`src/rtl/mo_pkg.sv`:
```
// Shared definitions for the memory operation ordering unit.
// Assumes nothing beyond the operation kinds used by the list.
package mo_pkg;
    typedef enum logic {
        MO_LOAD  = 1'b0,
        MO_STORE = 1'b1
    } mo_kind_e;
endpackage

```
`src/rtl/mo_ptrs.sv`:
```
// Circular list pointers: oldest entry, next free slot and next entry awaiting
// an address. Assumes DEPTH is a power of two and that the caller only requests
// a retire when the oldest entry is held and completed.
module mo_ptrs #(
    parameter int DEPTH = 8,
    localparam int IDX_W = $clog2(DEPTH)
) (
    input  logic             clk,
    input  logic             rst_n,
    input  logic             alloc_req,
    input  logic             res_req,
    input  logic             retire_req,
    output logic             alloc_fire,
    output logic             res_fire,
    output logic             full,
    output logic [IDX_W-1:0] head_idx,
    output logic [IDX_W-1:0] tail_idx,
    output logic [IDX_W-1:0] res_idx
);
    localparam int PTR_W = IDX_W + 1;

    logic [PTR_W-1:0] head_q, tail_q, rptr_q;
    logic [PTR_W-1:0] occ;

    // Occupancy and handshake decisions
    always_comb begin
        occ        = tail_q - head_q;
        full       = (occ == PTR_W'(DEPTH));
        alloc_fire = alloc_req && !full;
        res_fire   = res_req && (rptr_q != tail_q);
        head_idx   = head_q[IDX_W-1:0];
        tail_idx   = tail_q[IDX_W-1:0];
        res_idx    = rptr_q[IDX_W-1:0];
    end

    // Pointer advance, each by at most one slot per cycle
    always_ff @(posedge clk) begin
        if (!rst_n) begin
            head_q <= '0;
            tail_q <= '0;
            rptr_q <= '0;
        end else begin
            if (alloc_fire) tail_q <= tail_q + 1'b1;
            if (res_fire)   rptr_q <= rptr_q + 1'b1;
            if (retire_req) head_q <= head_q + 1'b1;
        end
    end

    p_occ_bound_r2: assert property (@(posedge clk) disable iff (!rst_n)
        occ <= PTR_W'(DEPTH));

    p_res_window_r3: assert property (@(posedge clk) disable iff (!rst_n)
        (PTR_W'(rptr_q - head_q)) <= occ);

    p_retire_held_r9: assert property (@(posedge clk) disable iff (!rst_n)
        retire_req |-> (occ != '0));
endmodule

```
`src/rtl/mo_grant.sv`:
```
// Per-slot grant: an entry may access memory when it holds an address, is not
// completed, and no older uncompleted entry at the same address conflicts
// (store vs anything, or load vs older store). Age is taken relative to the
// oldest slot, so it stays correct across index wrap-around.
module mo_grant #(
    parameter int DEPTH  = 8,
    parameter int ADDR_W = 32,
    localparam int IDX_W = $clog2(DEPTH)
) (
    input  logic                         clk,
    input  logic                         rst_n,
    input  logic [DEPTH-1:0]             ent_valid,
    input  logic [DEPTH-1:0]             ent_store,
    input  logic [DEPTH-1:0]             ent_addr_v,
    input  logic [DEPTH-1:0]             ent_done,
    input  logic [DEPTH-1:0][ADDR_W-1:0] ent_addr,
    input  logic [IDX_W-1:0]             head_idx,
    output logic [DEPTH-1:0]             grant
);
    for (genvar i = 0; i < DEPTH; i++) begin : g_slot
        logic [IDX_W-1:0] age_i;
        logic             blocked;

        // Scan all older slots for a missing address or a conflicting access
        always_comb begin
            age_i   = IDX_W'(i) - head_idx;
            blocked = 1'b0;
            for (int j = 0; j < DEPTH; j++) begin
                logic [IDX_W-1:0] age_j;
                age_j = IDX_W'(j) - head_idx;
                if (j != i && ent_valid[j] && age_j < age_i && !ent_done[j]) begin
                    if (!ent_addr_v[j])
                        blocked = 1'b1;
                    else if (ent_addr[j] == ent_addr[i] && (ent_store[i] || ent_store[j]))
                        blocked = 1'b1;
                end
            end
            grant[i] = ent_valid[i] && ent_addr_v[i] && !ent_done[i] && !blocked;
        end

        for (genvar k = i + 1; k < DEPTH; k++) begin : g_pair
            p_no_pair_conflict_r6: assert property (@(posedge clk) disable iff (!rst_n)
                (grant[i] && grant[k] && (ent_store[i] || ent_store[k]))
                    |-> (ent_addr[i] != ent_addr[k]));
        end
    end
endmodule

```
`src/rtl/mo_order_unit.sv`:
```
// Memory operation ordering unit: holds in-flight loads and stores in program
// order and grants memory access per slot. Assumes addresses are supplied in
// program order and completion is reported only after a grant was used.
module mo_order_unit #(
    parameter int DEPTH  = 8,
    parameter int ADDR_W = 32,
    localparam int IDX_W = $clog2(DEPTH)
) (
    input  logic              clk,
    input  logic              rst_n,
    input  logic              alloc_valid,
    input  logic              alloc_store,
    output logic              alloc_ready,
    output logic [IDX_W-1:0]  alloc_idx,
    input  logic              res_valid,
    input  logic [ADDR_W-1:0] res_addr,
    input  logic              done_valid,
    input  logic [IDX_W-1:0]  done_idx,
    output logic [DEPTH-1:0]  grant
);
    import mo_pkg::*;

    logic [DEPTH-1:0]             valid_q, store_q, addr_v_q, done_q;
    logic [DEPTH-1:0][ADDR_W-1:0] addr_q;
    logic                         alloc_fire, res_fire, full, retire, done_fire;
    logic [IDX_W-1:0]             head_idx, tail_idx, res_idx;

    // Retire and completion acceptance
    always_comb begin
        retire      = valid_q[head_idx] && done_q[head_idx];
        done_fire   = done_valid && grant[done_idx];
        alloc_ready = !full;
        alloc_idx   = tail_idx;
    end

    mo_ptrs #(.DEPTH(DEPTH)) u_ptrs (
        .clk        (clk),
        .rst_n      (rst_n),
        .alloc_req  (alloc_valid),
        .res_req    (res_valid),
        .retire_req (retire),
        .alloc_fire (alloc_fire),
        .res_fire   (res_fire),
        .full       (full),
        .head_idx   (head_idx),
        .tail_idx   (tail_idx),
        .res_idx    (res_idx)
    );

    // Entry state: allocate, resolve, complete and free
    always_ff @(posedge clk) begin
        if (!rst_n) begin
            valid_q  <= '0;
            addr_v_q <= '0;
            done_q   <= '0;
        end else begin
            if (alloc_fire) begin
                valid_q[tail_idx]  <= 1'b1;
                store_q[tail_idx]  <= (alloc_store == MO_STORE);
                addr_v_q[tail_idx] <= 1'b0;
                done_q[tail_idx]   <= 1'b0;
            end
            if (res_fire) begin
                addr_v_q[res_idx] <= 1'b1;
                addr_q[res_idx]   <= res_addr;
            end
            if (done_fire) done_q[done_idx] <= 1'b1;
            if (retire) begin
                valid_q[head_idx]  <= 1'b0;
                addr_v_q[head_idx] <= 1'b0;
                done_q[head_idx]   <= 1'b0;
            end
        end
    end

    mo_grant #(.DEPTH(DEPTH), .ADDR_W(ADDR_W)) u_grant (
        .clk        (clk),
        .rst_n      (rst_n),
        .ent_valid  (valid_q),
        .ent_store  (store_q),
        .ent_addr_v (addr_v_q),
        .ent_done   (done_q),
        .ent_addr   (addr_q),
        .head_idx   (head_idx),
        .grant      (grant)
    );

    for (genvar i = 0; i < DEPTH; i++) begin : g_chk
        p_done_after_grant_r8: assert property (@(posedge clk) disable iff (!rst_n)
            $rose(done_q[i]) |-> $past(grant[i]));
    end
endmodule

```
`config.mk`:
```
export PLATFORM = sky130hd
export DESIGN_NAME = mo_order_unit
export DESIGN_NICKNAME = d
export VERILOG_FILES = /design/src/rtl/mo_pkg.sv /design/src/rtl/mo_ptrs.sv /design/src/rtl/mo_grant.sv /design/src/rtl/mo_order_unit.sv
export SDC_FILE = /design/constraint.sdc
export NUM_CORES = 1
export LEC_CHECK = 0
export ABC_AREA = 1
export BUFFER_PORTS_ARGS = -buffer_cell sky130_fd_sc_hd__buf_2
export CAP_MARGIN = 25
export CORE_ASPECT_RATIO = 1.2
export CORE_UTILIZATION = 40
export CTS_CLUSTER_DIAMETER = 30
export CTS_CLUSTER_SIZE = 14
export DETAILED_ROUTE_END_ITERATION = 6
export SYNTH_ARGS = -nofsm -noshare
export SYNTH_HDL_FRONTEND = slang
export SYNTH_SLANG_ARGS = --single-unit
```
`constraint.sdc`:
```
create_clock -name clk -period 4.3 [get_ports clk]
set_input_delay 1.29 -clock clk [delete_from_list [all_inputs] [get_ports clk]]
set_output_delay 1.29 -clock clk [all_outputs]
set_load 0.01 [all_outputs]
```
==> results.yml, run 1 <==
setup_path:
  cpMostUsedCell: "nand2_1"
  cp_max_fo: 8
  cpPeakStageDelay_ns: 0.55
  crit_arrival_ns: 3.01
  endpoint_kind: "output pin"
  start_kind: "flop"
  crit_path_start: "addr_q[170]"
  worstSetupPathType: "reg2out"
  path_cells: "inv_2, nand2_1, nand2_1, nand2_1, nor2_1, nand2_1, nor2_1, nand3_1, nand2_1, nand2_1, nand2_1, nor2_1, nand2_1, inv_1, buf_2"
  r2r-start: "addr_q[16]"
  slowest_stage: "edfxtp_1"
  worstPathRequired_ns: 3.01
routing:
  dr.pass1.iters: 6
  detail-route-antenna-nets: 0
  num_vias: 20410
  remaining_drc_errors: 0
  drt_wl_total_um: 81570
  wl_per_cell_um: 20.32
  post_drt_via_cell_ratio: 5.083
  drt_first_iter_violations: 1924
yosys:
  synth_compound_area_share_pct: 2.337
  synth_top_area_share_pct: 31.84
  mappedNetlistArea_mm2: 0.02490
  synth_edf_count: 264
  seq_area_frac_synth_pct: 34.73
  synth-main-ff-cell: "edfxtp_1"
  yosysWarnings: 0
  synth-simple-area-share_pct: 25.92
  synth_top_family_by_area: "simple AND/OR/NAND/NOR gates"
  yosys-mux-area-fraction_pct: 0
  avgSynthCellArea_um2: 7.774
  synth.largest_area_cell: "edfxtp_1"
  synthXorXnorAreaFrac_pct: 24.45
  synth_seq_cells: 300
  async_flop_share_pct: 0
  syn_inst: 3203
  synth_fp_nets: 3275
  synth_area_leaders: "edfxtp_1 (32%), xnor2_1 (19%), nand2_1 (13%), nor2_1 (6.9%), buf_4 (5.8%)"
  ys_types: 44
  synthAdderAreaFrac_pct: 1.558
timing:
  timing.final.crit_share_pct: 99.88
  timing.clock.skew_ns: 0.03308
  setup_viol: 0
  rsz0062_at_grt: "true"
  period_needed_ns: 4.295
  finalHoldViolCount: 0
  tightestPinTransition_ns: 0.7313
  relSlewSlack_pct: 51.25
  fmax_mhz: 232.8
  slew_violations: 0
run_status:
  status: "finished clean"
hold_path:
  hold_class: "reg2reg"
  hold_start: "u_ptrs.rptr_q[3]"
layout:
  layout_commonest_cell: "nand2_1"
  nets: 3231
  final_cell_mix: "nand2_1 (831), xnor2_1 (546), nor2_1 (433)"
  utilization_pct: 44.99
  drive_gt1_share_pct: 12.29
  area_growth_pct: 10.56
clock_network:
  cts_inserted_buffers: 59
  cts_root_buf: "clkbuf_16"
  holdBufCountCts: 0
  clockBufferDepth: 3
  h-tree-depth: 2
  clk_latency_ns: 0.62
  cts_tree: "yes"
  clock-sinks: 300
  clk_pin_slew_ns: 0.05
global_routing:
  antenna_found_initial: 0
  grt_usage_pct: 25.53
  grt_pass1_wl_um: 121200
  grt_start_max_net_pins: 33
  overflow: 0
  grt_pass1_vias: 18930
placed_design:
  dp_hpwl_um: 61240
  place.gp.congestion: 1.012
  portBuffers: 52
floorplan:
  die_x_um: 229.8
  die-height_um: 275.3
  start_util_pct: 40.69
  num_rows: 99
  core-area_mm2: 0.06119
  dieArea_mm2: 0.06325
  ios: 53
pwr:
  p_int_w: 0.006666
  switching_power_w: 0.002452
  power_frac_comb_pct: 11.9
  leakage_nw: 10.48
  power.total_w: 0.009118
  pwr-share-seq_pct: 38.0
  power.density_mw_per_mm2: 331.2
  p_clk_share_pct: 50.0
  vdd_drop_max_mv: 0.3522
  switching_share_pct: 26.89
job:
  maxCapViolCount: 0
stage by stage:
stage | hold slack, ns | instance area, um2 | setup WS (ns) | TNS [ns] | cells
after CTS | 0.4721 | 26650 | 0.01381 | 0 | 3925
after global routing | 0.4895 | 27530 | -0.01897 | -0.04523 | 4014
after global placement | 0.4538 | 24600 | 0.2303 | 0 | 3815
after floorplan | 0.4419 | 24900 | 0.09153 | 0 | 3203
final | 0.4707 | 27530 | 0.004973 | 0 | 4015
after detailed placement | 0.4657 | 24600 | 0.1768 | 0 | 3815
routing by layer:
metal / global-route usage, % / up-vias / wire length (um)
met3: 2.903 / 191 / 5057
met1: 33.51 / 9518 / 34650
met4: 13.23 / 0 / 4293
li1: - / 9907 / -
met2: 41.52 / 791 / 37570
met5: 0 / - / 0
timing repair:
action                     in CTS  in global routing
setup buffers                   2                 89
resized for setup               8                 40
pin swaps                       1                  4
setup endpoints to repair       8                  8
synthesized netlist by cell type (all sizes together), types with 2 or more instances:
cell    number
dfxtp       36
ha          31
o221ai       3
nand2      834
o22ai       10
a22oi        2
o21ai       34
o311ai       2
inv        233
o21bai       2
clkinv       5
clkbuf       5
xor2       149
or2          7
buf        265
nand3b       2
nand4      117
nand3      107
xnor2      546
nor3        36
a21oi       40
edfxtp     264
nor3b        3
a21o         3
nor2       461
kinds of logic after synthesis:
kind of cell / after synthesis
simple gates: 1568
flops: 300
xor+xnor: 695
compound gates: 101
buf+inv: 508
fa+ha+maj: 31
layout make-up:
class | instances | area, um2
Inverter | 238 | 902.1
Clock inverter | 48 | 516.7
Antenna cell | 1 | 2.502
Clock buffer | 60 | 1480
Tap cell | 808 | 1011
Fill cell | 6107 | 33660
Sequential cell | 300 | 8657
Timing Repair Buffer | 165 | 1196
Multi-Input combinational cell | 2395 | 13760
critical path: cells and delay by family, from the launching register on:
kind	cells	cell delay (ns)
buf+inv	3	0.33
flops	1	0.55
simple gates	12	1.52
path summary, 6_finish.rpt:
kind	to	slack, ns	cells past startpoint
setup / recovery	grant[2]	0.005	15
hold / removal	u_ptrs.rptr_q[3]	0.47	2
setup reg to reg	done_q[6]	1.44	14
hold reg to reg	u_ptrs.rptr_q[3]	0.47	2
power groups by stage:
stage / registers, W / logic, W / clock network, W
6_report: 0.00347 / 0.00109 / 0.00456
5_1_grt: 0.00347 / 0.00121 / 0.00475
4_1_cts: 0.00348 / 0.000988 / 0.00463
3_5_place_dp: 0.00354 / 0.000980 / 0
3_3_place_gp: 0.00354 / 0.000982 / 0
2_1_floorplan: 0.00335 / 0.000877 / 0
sequential cells by signal, summed over array words and instances (netlist names):
name,cells
valid_q,8
done_q,8
store_q,8
u_ptrs.head_q,4
u_ptrs.rptr_q,4
u_ptrs.tail_q,4
addr_v_q,8
addr_q,256
Note: power is estimated with default switching activity, not from simulation.
==> run 2: changes to the inputs <==
- ABC_AREA: 1 -> default
- CELL_PAD_IN_SITES_DETAIL_PLACEMENT: default -> 0
- CELL_PAD_IN_SITES_GLOBAL_PLACEMENT: default -> 1
- PLACE_DENSITY_LB_ADDON: default -> 0.1
==> results.yml, run 2 <==
placed_design:
  dp_hpwl_um: 124700
  dp_cells: 3457
  portBuffers: 52
  place.gp.congestion: 1.226
  place_area_mm2: 0.02780
layout:
  final_cell_mix: "xor2_1 (614), buf_4 (590), edfxtp_1 (264)"
  utilization_pct: 56.22
  nets: 2995
  area_growth_pct: 37.91
  instances_no_fill: 3718
  drive_gt1_share_pct: 32.65
  largest_register: "addr_q"
  fin_area_mm2: 0.03241
  layout_commonest_cell: "xor2_1"
  nFillCells: 5036
  largest_reg_flops: 256
routing:
  post_drt_via_cell_ratio: 6.763
  wl_per_cell_um: 45.13
  drt_first_iter_violations: 3994
  remaining_drc_errors: 6
  num_vias: 25150
  drt_wl_total_um: 167800
  detail-route-antenna-nets: 0
  dr.pass1.iters: 7
clock_network:
  clk_latency_ns: 0.64
  holdBufCountCts: 0
  clk_pin_slew_ns: 0.05
  cts_tree: "yes"
  clock-sinks: 300
  cts_root_buf: "clkbuf_16"
  clockBufferDepth: 3
  cts_inserted_buffers: 69
  h-tree-depth: 3
timing:
  timing.clock.skew_ns: 0.02867
  rsz0062_at_grt: "true"
  setup_viol: 8
  timing.final.crit_share_pct: 111.5
  tightestPinTransition_ns: 1.085
  fmax_mhz: 208.6
  period_needed_ns: 4.793
  relSlewSlack_pct: 27.40
  slew_violations: 0
  finalHoldViolCount: 0
  setup_ws_ns: -0.4932
setup_path:
  timing.rr.end: "addr_q[13]"
  crit_path_start: "addr_q[142]"
  path_cells: "xor2_2, nor4_4, nand4_1, or4_4, a21o_4, nand4_1, nor2_1, buf_2"
  reg2reg_setup_slack_ns: 1.17
  path_depth: 8
  cpPeakStageDelay_ns: 0.67
  cp_max_fo: 3
  worstPathRequired_ns: 3.01
  worstSetupPathType: "reg2out"
  critPathCapture: "grant[2]"
  endpoint_kind: "output pin"
  start_kind: "flop"
  r2r-start: "u_ptrs.rptr_q[1]"
  critPathTopFamily: "simple AND/OR/NAND/NOR gates"
  crit_arrival_ns: 3.50
  crit_buf_inv: 1
  cpMostUsedCell: "nand4_1"
  reg2reg_depth: 6
  slowest_stage: "or4_4"
global_routing:
  grt_pass1_vias: 23970
  grt_usage_pct: 55.81
  antenna_found_initial: 8
  grt_start_max_net_pins: 33
  overflow: 0
  grt_pass1_wl_um: 219100
pwr:
  leakage_nw: 12.26
  power.density_mw_per_mm2: 307.4
  vdd_drop_max_mv: 0.4206
run_status:
  status: "finished, violations left"
  violations: "DRC, setup timing"
floorplan:
  num_rows: 96
  die_x_um: 223.3
  die-height_um: 267.5
  core-area_mm2: 0.05766
  start_util_pct: 40.76
  ios: 53
  dieArea_mm2: 0.05973
yosys:
  synth_fp_nets: 2500
  synth_top_area_share_pct: 33.73
  seq_area_frac_synth_pct: 36.80
  ys_types: 73
  synth_area_leaders: "edfxtp_1 (34%), xor2_1 (24%), xnor2_1 (9.6%), nor4_1 (5.2%), dfxtp_1 (3.1%)"
  synth_seq_cells: 300
  mappedNetlistArea_mm2: 0.02350
  yosysMostFrequentCell: "xor2_1"
  synth_edf_count: 264
  syn_inst: 2428
  async_flop_share_pct: 0
  synth-main-ff-cell: "edfxtp_1"
  avgSynthCellArea_um2: 9.679
  synth.top_cells.by_count: "xor2_1 (632), edfxtp_1 (264), xnor2_1 (258)"
  yosysWarnings: 0
  synth.largest_area_cell: "edfxtp_1"
hold_path:
  hold_class: "reg2reg"
job:
  maxCapViolCount: 0
run 2: cell count changes after synthesis, sizes merged, moves of 184 or more:
cell / delta
nor4: +196
nand2: -773
xnor2: -288
nor2: -347
clkbuf: +184
xor2: +483
run 2: repair_timing:
item	CTS	global route
resized for setup	86	120
gates cloned	0	0
buffers inserted	73	63
endpoints found under the setup margin	8	8
pin swaps	27	39
endpoints found under the hold margin	0	0
run 2: worst min-delay path by stage:
stage / startpoint / end / depth (start not counted)
after floorplan: valid_q[3] / valid_q[3] / 2
after global placement: done_q[1] / done_q[1] / 2
after detailed placement: done_q[1] / done_q[1] / 2
after CTS: done_q[1] / done_q[1] / 2
after global routing: valid_q[6] / valid_q[6] / 2
final: done_q[1] / done_q[1] / 2
run 2: through the flow:
step | setup WS (ns) | hold slack [ns] | total power, W | TNS [ns]
finish | -0.4932 | 0.5048 | 0.009964 | -2.652
global route | -0.4560 | 0.5325 | 0.01006 | -2.750
CTS | -0.4113 | 0.4978 | 0.009812 | -2.047
detailed placement | -0.4104 | 0.4905 | 0.004420 | -1.027
global placement | -0.4097 | 0.4840 | 0.004419 | -0.9983
floorplan | -0.09534 | 0.4541 | 0.003895 | -0.09534
run 2: where the power goes:
part	internal [W]	switching [W]	total (W)
Combinational	0.000393	0.000731	0.00112
Sequential	0.00326	0.000137	0.00340
Clock	0.00343	0.00201	0.00544
Total	0.00708	0.00288	0.00996
run 2: layout make-up:
cell class	count	area, um2	area share (%)
antenna	3	7.507	0.02316
clock buffer	72	1738	5.362
clock inverter	56	638.1	1.969
inverter	52	211.5	0.6524
multi-input combinational	1797	14560	44.91
sequential	300	8656	26.71
tap	735	919.6	2.837
timing repair buffer	703	5684	17.54
run 2: cell families after synthesis:
| family | share of synthesized area, % |
|---|---|
| mux | 0.2662 |
| buf+inv | 5.888 |
| xor+xnor | 33.17 |
| fa+ha+maj | 1.650 |
| flops | 36.80 |
| compound gates | 6.357 |
| simple gates | 15.87 |
run 2: worst reg2reg max path: stages, from the launching register on:
cell and delay (ns):
dfxtp_1 0.76, xor2_1 0.22, o41ai_2 0.17, nor2_1 0.36, nand2_1 0.39, nor3_4 0.25
buf_4 0.52
run 2: per-layer routing:
| layer | track usage [%] | share of wire (%) |
|---|---|---|
| met1 | 57.44 | 32 |
| met3 | 28.65 | 15 |
| met5 | 6.700 | 0.37 |
| met2 | 78.19 | 40 |
| met4 | 59.27 | 14 |
